<file path="config.mk">
export PLATFORM = sky130hd
export DESIGN_NAME = ocsum_ring_acc
export DESIGN_NICKNAME = d
export VERILOG_FILES = /design/src/rtl/ocsum_pkg.sv /design/src/rtl/ocsum_in_stage.sv /design/src/rtl/ocsum_la_group.sv /design/src/rtl/ocsum_half_ring.sv /design/src/rtl/ocsum_ring_acc.sv
export SDC_FILE = /design/constraint.sdc
export NUM_CORES = 1
export LEC_CHECK = 0
export BUFFER_PORTS_ARGS = -buffer_cell sky130_fd_sc_hd__buf_2
export CAP_MARGIN = 0
export CORE_MARGIN = 1.5
export CORE_UTILIZATION = 45
export CTS_BUF_LIST = sky130_fd_sc_hd__clkbuf_2 sky130_fd_sc_hd__clkbuf_4 sky130_fd_sc_hd__clkbuf_8
export CTS_CLUSTER_DIAMETER = 50
export CTS_CLUSTER_SIZE = 20
export DETAILED_ROUTE_END_ITERATION = 8
export PLACE_DENSITY = 0.75
export SYNTH_ARGS = -nofsm -noshare
export SYNTH_HDL_FRONTEND = slang
export SYNTH_SLANG_ARGS = --single-unit
</file>
<file path="constraint.sdc">
create_clock -name clk -period 4.64 [get_ports clk]
set_input_delay 0.928 -clock clk [delete_from_list [all_inputs] [get_ports clk]]
set_output_delay 0.928 -clock clk [all_outputs]
set_load 0.02 [all_outputs]
</file>
<file path="src/rtl/ocsum_pkg.sv">
// Shared layout constants for the ring checksum accumulator.
// Assumes every group is at least two bits wide, which bounds carry draining.
package ocsum_pkg;
    localparam int GRP_N = 6;
    localparam int GRP_W [GRP_N] = '{3, 3, 2, 3, 3, 2};

    // Lowest bit index of group g inside a half.
    function automatic int grp_lo(input int g);
        int s;
        s = 0;
        for (int i = 0; i < g; i++) s += GRP_W[i];
        return s;
    endfunction

    localparam int HALF_W    = grp_lo(GRP_N);
    localparam int DRAIN_MAX = GRP_N + 1;
endpackage

</file>
<file path="src/rtl/ocsum_in_stage.sv">
// Input register: captures the data word and the add strobe on every clock.
// Assumes clear and reset are synchronous and zero both fields.
module ocsum_in_stage #(
    parameter int DW = 32
) (
    input  logic          clk,
    input  logic          rst_n,
    input  logic          clr,
    input  logic          add,
    input  logic [DW-1:0] din,
    output logic          add_q,
    output logic [DW-1:0] word_q
);
    // Capture stage: hold one word and its strobe for the accumulator.
    always_ff @(posedge clk) begin
        if (!rst_n || clr) begin
            add_q  <= 1'b0;
            word_q <= '0;
        end else begin
            add_q  <= add;
            word_q <= din;
        end
    end

    // clear empties the input register
    p_latch_clear_r7: assert property (@(posedge clk) disable iff (!rst_n)
        clr |=> (!add_q && word_q == '0));
endmodule

</file>
<file path="src/rtl/ocsum_la_group.sv">
// One carry-lookahead group of a ones-complement ring: adds its slice of the
// addend plus a registered carry-in to its bits, registers the carry-out.
// Assumes the carry-in comes from the neighbouring group's carry register.
module ocsum_la_group #(
    parameter int W = 3
) (
    input  logic         clk,
    input  logic         rst_n,
    input  logic         clr,
    input  logic         add_en,
    input  logic [W-1:0] addend,
    input  logic         cin,
    output logic [W-1:0] bits_q,
    output logic         cout_q
);
    logic [W-1:0] opnd;
    logic [W-1:0] prop;
    logic [W-1:0] gen;
    logic [W:0]   cch;

    // Lookahead terms: gate the addend, then form generate/propagate chain.
    always_comb begin
        opnd   = add_en ? addend : '0;
        prop   = bits_q ^ opnd;
        gen    = bits_q & opnd;
        cch[0] = cin;
        for (int i = 0; i < W; i++) cch[i+1] = gen[i] | (prop[i] & cch[i]);
    end

    // Group state: new sum bits and the carry held for the next group.
    always_ff @(posedge clk) begin
        if (!rst_n || clr) begin
            bits_q <= '0;
            cout_q <= 1'b0;
        end else begin
            bits_q <= prop ^ cch[W-1:0];
            cout_q <= cch[W];
        end
    end

    // with no data and no incoming carry a group cannot emit a carry
    p_idle_no_carry_r4: assert property (@(posedge clk) disable iff (!rst_n)
        (!add_en && !cin) |=> !cout_q);
endmodule

</file>
<file path="src/rtl/ocsum_half_ring.sv">
// One 16-bit ones-complement partial sum built as a ring of lookahead groups
// whose carries are registered; the top carry wraps to bit 0.
// Assumes the group layout from ocsum_pkg covers the half exactly.
module ocsum_half_ring
    import ocsum_pkg::*;
(
    input  logic              clk,
    input  logic              rst_n,
    input  logic              clr,
    input  logic              add_en,
    input  logic [HALF_W-1:0] addend,
    output logic [HALF_W-1:0] sum_q,
    output logic [GRP_N-1:0]  carries_q
);
    localparam int CW = $clog2(DRAIN_MAX + 1) + 1;

    for (genvar g = 0; g < GRP_N; g++) begin : g_grp
        localparam int LO   = grp_lo(g);
        localparam int W    = GRP_W[g];
        localparam int PREV = (g == 0) ? GRP_N - 1 : g - 1;
        ocsum_la_group #(.W(W)) u_grp (
            .clk    (clk),
            .rst_n  (rst_n),
            .clr    (clr),
            .add_en (add_en),
            .addend (addend[LO +: W]),
            .cin    (carries_q[PREV]),
            .bits_q (sum_q[LO +: W]),
            .cout_q (carries_q[g])
        );
    end

    logic [CW-1:0] idle_cnt;

    // Drain watch: clocks since the last accumulation while carries remain.
    always_ff @(posedge clk) begin
        if (!rst_n || clr || add_en) begin
            idle_cnt <= '0;
        end else if ((|carries_q) && (idle_cnt != CW'(DRAIN_MAX))) begin
            idle_cnt <= idle_cnt + 1'b1;
        end
    end

    // carries drain within DRAIN_MAX idle clocks
    p_drain_bound_r5: assert property (@(posedge clk) disable iff (!rst_n)
        ((|carries_q) && !add_en) |-> (idle_cnt < CW'(DRAIN_MAX)));

    // clear zeroes this half and its carries
    p_half_clear_r7: assert property (@(posedge clk) disable iff (!rst_n)
        clr |=> (sum_q == '0 && carries_q == '0));
endmodule

</file>
<file path="src/rtl/ocsum_ring_acc.sv">
// Top: input register feeding one ring accumulator per half-word.
// Assumes the consumer folds and inverts the halves once settled is high.
module ocsum_ring_acc
    import ocsum_pkg::*;
#(
    parameter int NUM_HALVES = 2
) (
    input  logic                         clk,
    input  logic                         rst_n,
    input  logic                         clr,
    input  logic                         add,
    input  logic [NUM_HALVES*HALF_W-1:0] din,
    output logic [NUM_HALVES*HALF_W-1:0] sum,
    output logic                         settled
);
    localparam int DW = NUM_HALVES * HALF_W;

    logic          add_q;
    logic [DW-1:0] word_q;
    logic [GRP_N-1:0] carr [NUM_HALVES];

    ocsum_in_stage #(.DW(DW)) u_in (
        .clk    (clk),
        .rst_n  (rst_n),
        .clr    (clr),
        .add    (add),
        .din    (din),
        .add_q  (add_q),
        .word_q (word_q)
    );

    for (genvar h = 0; h < NUM_HALVES; h++) begin : g_half
        ocsum_half_ring u_half (
            .clk       (clk),
            .rst_n     (rst_n),
            .clr       (clr),
            .add_en    (add_q),
            .addend    (word_q[h*HALF_W +: HALF_W]),
            .sum_q     (sum[h*HALF_W +: HALF_W]),
            .carries_q (carr[h])
        );
    end

    // Settled flag: nothing pending in the input register or any carry.
    always_comb begin
        settled = !add_q;
        for (int h = 0; h < NUM_HALVES; h++) settled = settled && (carr[h] == '0);
    end

    // a settled value does not move unless cleared
    p_settled_hold_r6: assert property (@(posedge clk) disable iff (!rst_n)
        (settled && !clr) |=> $stable(sum));

    // reset leaves an empty, settled accumulator
    p_reset_state_r8: assert property (@(posedge clk)
        !rst_n |=> (sum == '0 && settled));
endmodule

</file>
==> metrics.yaml, run 1 <==
outcome:
  status: "finished with violations"
  failed_checks: "design-rule violations"
worst_setup_path:
  rrSetupSlack_ps: 1980
  end_kind: "output port"
  crit_type: "flop to output port"
  r2r-end: "g_half[1].u_half.g_grp[0].u_grp.bits_q[2]"
  ff2ff_path_depth: 7
  worst_setup_path_start_kind: "flop"
  r2r-start: "u_in.add_q"
  cp_max_fo: 33
  arrival_ps: 1860
  cp.required_ps: 3710
route:
  ant_nets: 0
  drt_pass1_iterations: 6
  drt_first_iter_violations: 60
  num_vias: 1913
  drc: 1
  avgRoutedWirePerCell_um: 11.9
  wirelength_um: 5190
  viasPerCell: 4.40
min_path:
  hold_start: "u_in.word_q[13]"
  holdPathEnd: "g_half[0].u_half.g_grp[4].u_grp.bits_q[2]"
  whs_path_depth: 3
  hold_path_class: "flop to flop"
floorplanning:
  num_io_pins: 69
  rows: 29
  start_util: 0.472
  core_area_mm2: 0.00642
  dieArea_mm2: 0.00724
  die_w_um: 85.1
  die_h_um: 85.1
final_layout:
  layout-drive-gt1-share: 0.240
  finalInstanceArea_mm2: 0.00359
  syn2layout_area_growth_pct: 18.2
  finalNonFillerCells: 435
  nets: 421
  utilization: 0.558
  n_antenna_cell: 0
clock_network:
  clock_latency_ps: 340
  cts_setup_buffers: 0
  clockBufferDepth: 2
  tritoncts: "done"
  htree_num_levels: 3
  cts.clk_slew.worst_paths_ps: 70
  ctsResizeCount: 0
  cts-hold-fix-buffers: 0
  clock-sinks: 77
  clockRootBuffer: "clkbuf_8"
  cts_buffers: 9
logic_synthesis:
  synth_area_mm2: 0.00303
  ys_ff_latch: 77
  synth.top_cell.area_share: 0.508
  synth_top_area_cell: "dfxtp_1"
  seq_area_frac_synth: 0.508
  ys_types: 14
  yosys_warnings: 0
  synth_area_leaders: "dfxtp_1, fa_1, and2_1, inv_1, nor2_1"
  synth_edf_count: 0
  synthFlopType: "dfxtp_1"
  synth.avg_cell_area_um2: 10.7
  async_reset_ff_frac: 0
  synth_nets: 351
  synth_cells: 283
pwr:
  pwr-share-clk: 0.386
  power_density_mw_per_mm2: 328
  leakage_nw: 1.53
  swShare: 0.216
  pwr-share-comb: 0.036
  pwr-share-seq: 0.578
  power_switching_uw: 254
  power.total_mw: 1.18
  ir_worst_vdd_mv: 0.174
  intPower_uw: 921
placement:
  pre_cts_ws_ps: 1960
  io_buffer_count: 68
  gp_congestion: 0.723
  placed_cells: 419
  placed_area_mm2: 0.00340
  dpl.hpwl_um: 3760
sta:
  holdWs_ps: 603
  period_share: 0.601
  rsz0062_at_grt: "false"
  maxSlewHeadroom: 0.293
  maxSlewViolCount: 0
  setup_tns_ps: 0
  max_clock_freq_mhz: 358
  hold_viol_final: 0
  skew_ps: 6.22
  fin_ws_ps: 1850
  setup_violations: 0
  worst_slew_pin_slew_ps: 1060
  min_period_ps: 2790
global_route:
  overflow: 0
  antenna_found_initial: 0
  grt_first_pass_wirelength_um: 8900
  grt_pass1_vias: 1964
  grt_max_degree: 46
  gr-usage-all-layers: 0.162
job:
  drv_cap: 0
routing by layer:
metal	wire length (µm)	up-vias	GRT usage
li1	-	946	-
met1	2250	912	0.195
met2	2570	45	0.266
met3	255	10	0.0438
met4	122	0	0.0864
met5	0	-	0
final cells by class:
cell class / count / area (µm²)
Multi-Input combinational cell: 148 / 1240
Clock inverter: 4 / 22.5
Timing Repair Buffer: 69 / 348
Sequential cell: 77 / 1540
Inverter: 48 / 180
Clock buffer: 12 / 159
Fill cell: 562 / 2840
Tap cell: 77 / 96.3
worst max path at each step:
stage               slack [ps]       start                                         to  cells after the start
floorplan                 2740  u_in.add_q  g_half[0].u_half.g_grp[4].u_grp.bits_q[2]                      8
global placement          2050  u_in.add_q  g_half[1].u_half.g_grp[0].u_grp.bits_q[2]                      7
detailed placement        1960  u_in.add_q  g_half[1].u_half.g_grp[0].u_grp.bits_q[2]                      7
CTS                       1810  u_in.add_q                                    settled                      3
global route              1680  u_in.add_q                                    settled                      3
finish                    1850  u_in.add_q                                    settled                      3
logic make-up after synthesis:
group | after synthesis | synth area share
buf+inv | 58 | 0.0837
simple gates | 116 | 0.197
fa+ha+maj | 32 | 0.211
flops | 77 | 0.508
worst max-delay path, stage by stage, from the launching register on:
cell	delay [ps]
dfxtp_1	1030
nor4_1	120
and4_1	220
buf_2	160
synth_stat cells (all sizes together), types with 2 or more instances:
cell,count
inv,48
nand2,20
and2,57
buf,9
nor2,33
dfxtp,77
fa,32
nor4,2
power by group through the flow:
stage	logic, mW	clock network [mW]	registers [mW]
after detailed placement	0.0429	0	0.695
after floorplan	0.0264	0	0.693
after CTS	0.0430	0.467	0.680
final	0.0419	0.454	0.680
after global routing	0.0481	0.493	0.681
after global placement	0.0414	0	0.695
cell usage in the layout (no fill, tap or decap):
cell type | netlist | final
clkbuf_8 | 0 | 11
buf_4 | 0 | 1
and4_1 | 1 | 1
nor2_1 | 33 | 33
nor4_1 | 2 | 2
clkinv_2 | 0 | 3
clkbuf_4 | 0 | 1
nand2b_1 | 1 | 1
and2_1 | 57 | 57
buf_2 | 5 | 68
nand2_1 | 20 | 20
nor3_1 | 1 | 1
clkinvlp_4 | 0 | 1
inv_1 | 48 | 48
dfxtp_1 | 77 | 77
fa_1 | 32 | 32
and2b_4 | 1 | 1
flip-flops by register name, summed over array words and instances (netlist names):
name / flops
g_half.u_half.g_grp.u_grp.bits_q: 32
u_in.word_q: 32
g_half.u_half.g_grp.u_grp.cout_q: 12
u_in.add_q: 1
Power figures use the tool's default switching activity.
==> run 2, diff against run 1 <==
--- a/config.mk
+++ b/config.mk
@@ -5,6 +5,7 @@
 export SDC_FILE = /design/constraint.sdc
 export NUM_CORES = 1
 export LEC_CHECK = 0
+export ABC_AREA = 1
 export BUFFER_PORTS_ARGS = -buffer_cell sky130_fd_sc_hd__buf_2
 export CAP_MARGIN = 0
 export CORE_MARGIN = 1.5
==> constraint.sdc (replaced) <==
create_clock -name clk -period 2.6 [get_ports clk]
set_input_delay 0.52 -clock clk [delete_from_list [all_inputs] [get_ports clk]]
set_output_delay 0.52 -clock clk [all_outputs]
set_load 0.02 [all_outputs]
==> run 2 against run 1 <==
The flow now finishes without violations. Worst hold slack got worse by 220 ps. Sequential share of layout area fell by 2.1 points. Sequential cell count did not move. Design area rose by 5.2%. Non-clock buffer count rose by 3. Synthesized area rose by 6.6%. Critical path type is now flop to flop. Critical endpoint is now g_half[1].u_half.g_grp[1].u_grp.bits_q[2].
==> metrics.yaml, run 2 <==
sta:
  hold_viol_final: 0  # unchanged
  setup_tns_ps: 0  # unchanged
  min_period_ps: 2060
  max_clock_freq_mhz: 486
  setup_violations: 0  # unchanged
  period_share: 0.792
  worst_slew_pin_slew_ps: 575  # -484 ps
  maxSlewHeadroom: 0.617  # +0.324
  holdWs_ps: 387  # -217 ps
  rsz0062_at_grt: "false"
  maxSlewViolCount: 0  # unchanged
  skew_ps: 9.69  # +3.47 ps
worst_setup_path:
  r2r-end: "g_half[1].u_half.g_grp[1].u_grp.bits_q[2]"
  worst_setup_path_start_kind: "flop"
  arrival_ps: 2270  # +410 ps
  rrSetupSlack_ps: 540  # -1440 ps
  ff2ff_path_depth: 8  # +1
  cp.required_ps: 2810  # -900 ps
  end_kind: "flop"
  r2r-start: "u_in.add_q"
  crit_type: "flop to flop"
  cp_max_fo: 23  # -30%
final_layout:
  multi_input_area_mm2: 0.00118  # -4.8%
  reg.largest.list: "g_half.u_half.g_grp.u_grp.bits_q x32, u_in.word_q x32, g_half.u_half.g_grp.u_grp.cout_q x12"
  final_common_cell: "inv_1"
  n_antenna_cell: 0  # unchanged
  ff_latch_area_mm2: 0.00154  # unchanged
  most-common-layout-cells: "inv_1, dfxtp_1, buf_2, nor2_1, nand2_1"
  finalInstanceArea_mm2: 0.00377  # +5.2%
  fillers: 642  # +14%
  nets: 490  # +16%
  syn2layout_area_growth_pct: 16.6
  layout-drive-gt1-share: 0.278  # +0.0374
  utilization: 0.549  # -0.00899
logic_synthesis:
  ys_ff_latch: 77  # unchanged
  synth_area_leaders: "dfxtp_1, fa_1, inv_1, nor2_1, nor2_2"
  yosys-top-cells-count: "inv_1, dfxtp_1, nor2_1"
  yosys_warnings: 0  # unchanged
  synth_cells: 351  # +24%
  seq_area_frac_synth: 0.476  # -0.0316
  ys_types: 12  # -2
  synthFlopType: "dfxtp_1"
  synth_area_mm2: 0.00324  # +6.6%
  synth_top_area_cell: "dfxtp_1"
  synth.avg_cell_area_um2: 9.22  # -14%
  async_reset_ff_frac: 0  # unchanged
  synth.top_cell.area_share: 0.476  # -0.0316
  synth_nets: 419  # +19%
  synth_edf_count: 0  # unchanged
  yosysMostFrequentCell: "inv_1"
placement:
  gp_congestion: 0.720  # -0.53%
  io_buffer_count: 68  # unchanged
  dpl.hpwl_um: 4060  # +7.7%
  placed_area_mm2: 0.00362  # +6.3%
floorplanning:
  start_util: 0.471  # -0.00140
  num_io_pins: 69  # unchanged
  die_w_um: 87.8  # +3.1%
  core_area_mm2: 0.00687  # +7.0%
  rows: 30  # +3.4%
  dieArea_mm2: 0.00771  # +6.4%
  die_h_um: 87.8  # +3.1%
clock_network:
  cts.clk_slew.worst_paths_ps: 70  # about the same
  htree_num_levels: 3  # unchanged
  clock-sinks: 77  # unchanged
  cts_buffers: 9  # unchanged
  clock_latency_ps: 340  # about the same
  clockBufferDepth: 2  # unchanged
  cts-hold-fix-buffers: 0  # unchanged
  tritoncts: "done"
  clockRootBuffer: "clkbuf_8"
  ctsResizeCount: 0  # unchanged
  cts_setup_buffers: 0  # unchanged
global_route:
  grt_first_pass_wirelength_um: 8930  # +0.30%
  overflow: 0  # unchanged
  grt_max_degree: 45  # -2.2%
  antenna_found_initial: 0  # unchanged
  grt_pass1_vias: 2094  # +6.6%
  gr-usage-all-layers: 0.156  # -0.00627
route:
  wirelength_um: 5470  # +5.3%
  drt_first_iter_violations: 75  # +25%
  avgRoutedWirePerCell_um: 10.5  # -12%
  ant_nets: 0  # unchanged
  drc: 0  # -1
  viasPerCell: 4.11  # -6.5%
  drt_pass1_iterations: 4  # -2
  num_vias: 2142  # +12%
min_path:
  hold_start: "din[7]"
  whs_path_depth: 3  # unchanged
  hold_path_class: "input port to flop"
  holdPathEnd: "u_in.word_q[7]"
pwr:
  leakage_nw: 1.80  # +17%
  power.total_mw: 2.05  # +75%
  power_density_mw_per_mm2: 544  # +66%
  ir_worst_vdd_mv: 0.319  # +83%
outcome:
  status: "finished, final reports clean"
job:
  drv_cap: 0  # unchanged
==> run 2: worst max path at each step <==
stage | start | to | slack, ps | depth (start not counted)
after floorplan | u_in.add_q | g_half[0].u_half.g_grp[4].u_grp.bits_q[2] | 650 | 9
after global placement | u_in.add_q | g_half[0].u_half.g_grp[4].u_grp.bits_q[2] | 590 | 8
after detailed placement | u_in.add_q | g_half[0].u_half.g_grp[4].u_grp.bits_q[2] | 530 | 8
after CTS | u_in.add_q | g_half[1].u_half.g_grp[1].u_grp.bits_q[2] | 510 | 8
after global routing | u_in.add_q | g_half[0].u_half.g_grp[4].u_grp.bits_q[2] | 430 | 8
final | u_in.add_q | g_half[1].u_half.g_grp[1].u_grp.bits_q[2] | 540 | 8
==> run 2: area by class of cell <==
cell class | count | area share
Multi-Input combinational cell | 153 | 0.312
Tap cell | 96 | 0.0318
Timing Repair Buffer | 72 | 0.0981
Inverter | 109 | 0.108
Clock inverter | 3 | 0.00398
Clock buffer | 11 | 0.0368
Sequential cell | 77 | 0.408
==> run 2: cell families after synthesis <==
| logic type | synth area share |
|---|---|
| fa+ha+maj | 0.198 |
| buf+inv | 0.161 |
| flops | 0.476 |
| simple gates | 0.165 |
==> run 2: routing by layer <==
| metal | GRT usage | vias to the layer above | share of wire |
|---|---|---|---|
| met5 | 0 | - | 0 |
| met4 | 0.0938 | 0 | 0.028 |
| met3 | 0.0415 | 13 | 0.052 |
| met2 | 0.249 | 50 | 0.47 |
| met1 | 0.189 | 1000 | 0.45 |
| li1 | - | 1079 | - |
==> run 2: worst max-delay path, stage by stage (launching register included) <==
cell and delay, ps:
dfxtp_1 330, buf_4 260, nand2_1 120, fa_1 410, inv_1 80, fa_1 150
inv_1 50, fa_1 480, nor2_1 40
==> run 2: stage by stage <==
step                      setup slack, ps  std cells
after floorplan                       647        351
after global placement                587        507
after detailed placement              535        507
after CTS                             514        521
after global routing                  432        521
final                                 541        521
==> run 2: power by group <==
part | switching, mW | total (mW) | internal, mW
Clock | 0.391 | 0.744 | 0.353
Combinational | 0.0618 | 0.101 | 0.0396
Sequential | 0.00676 | 1.21 | 1.20
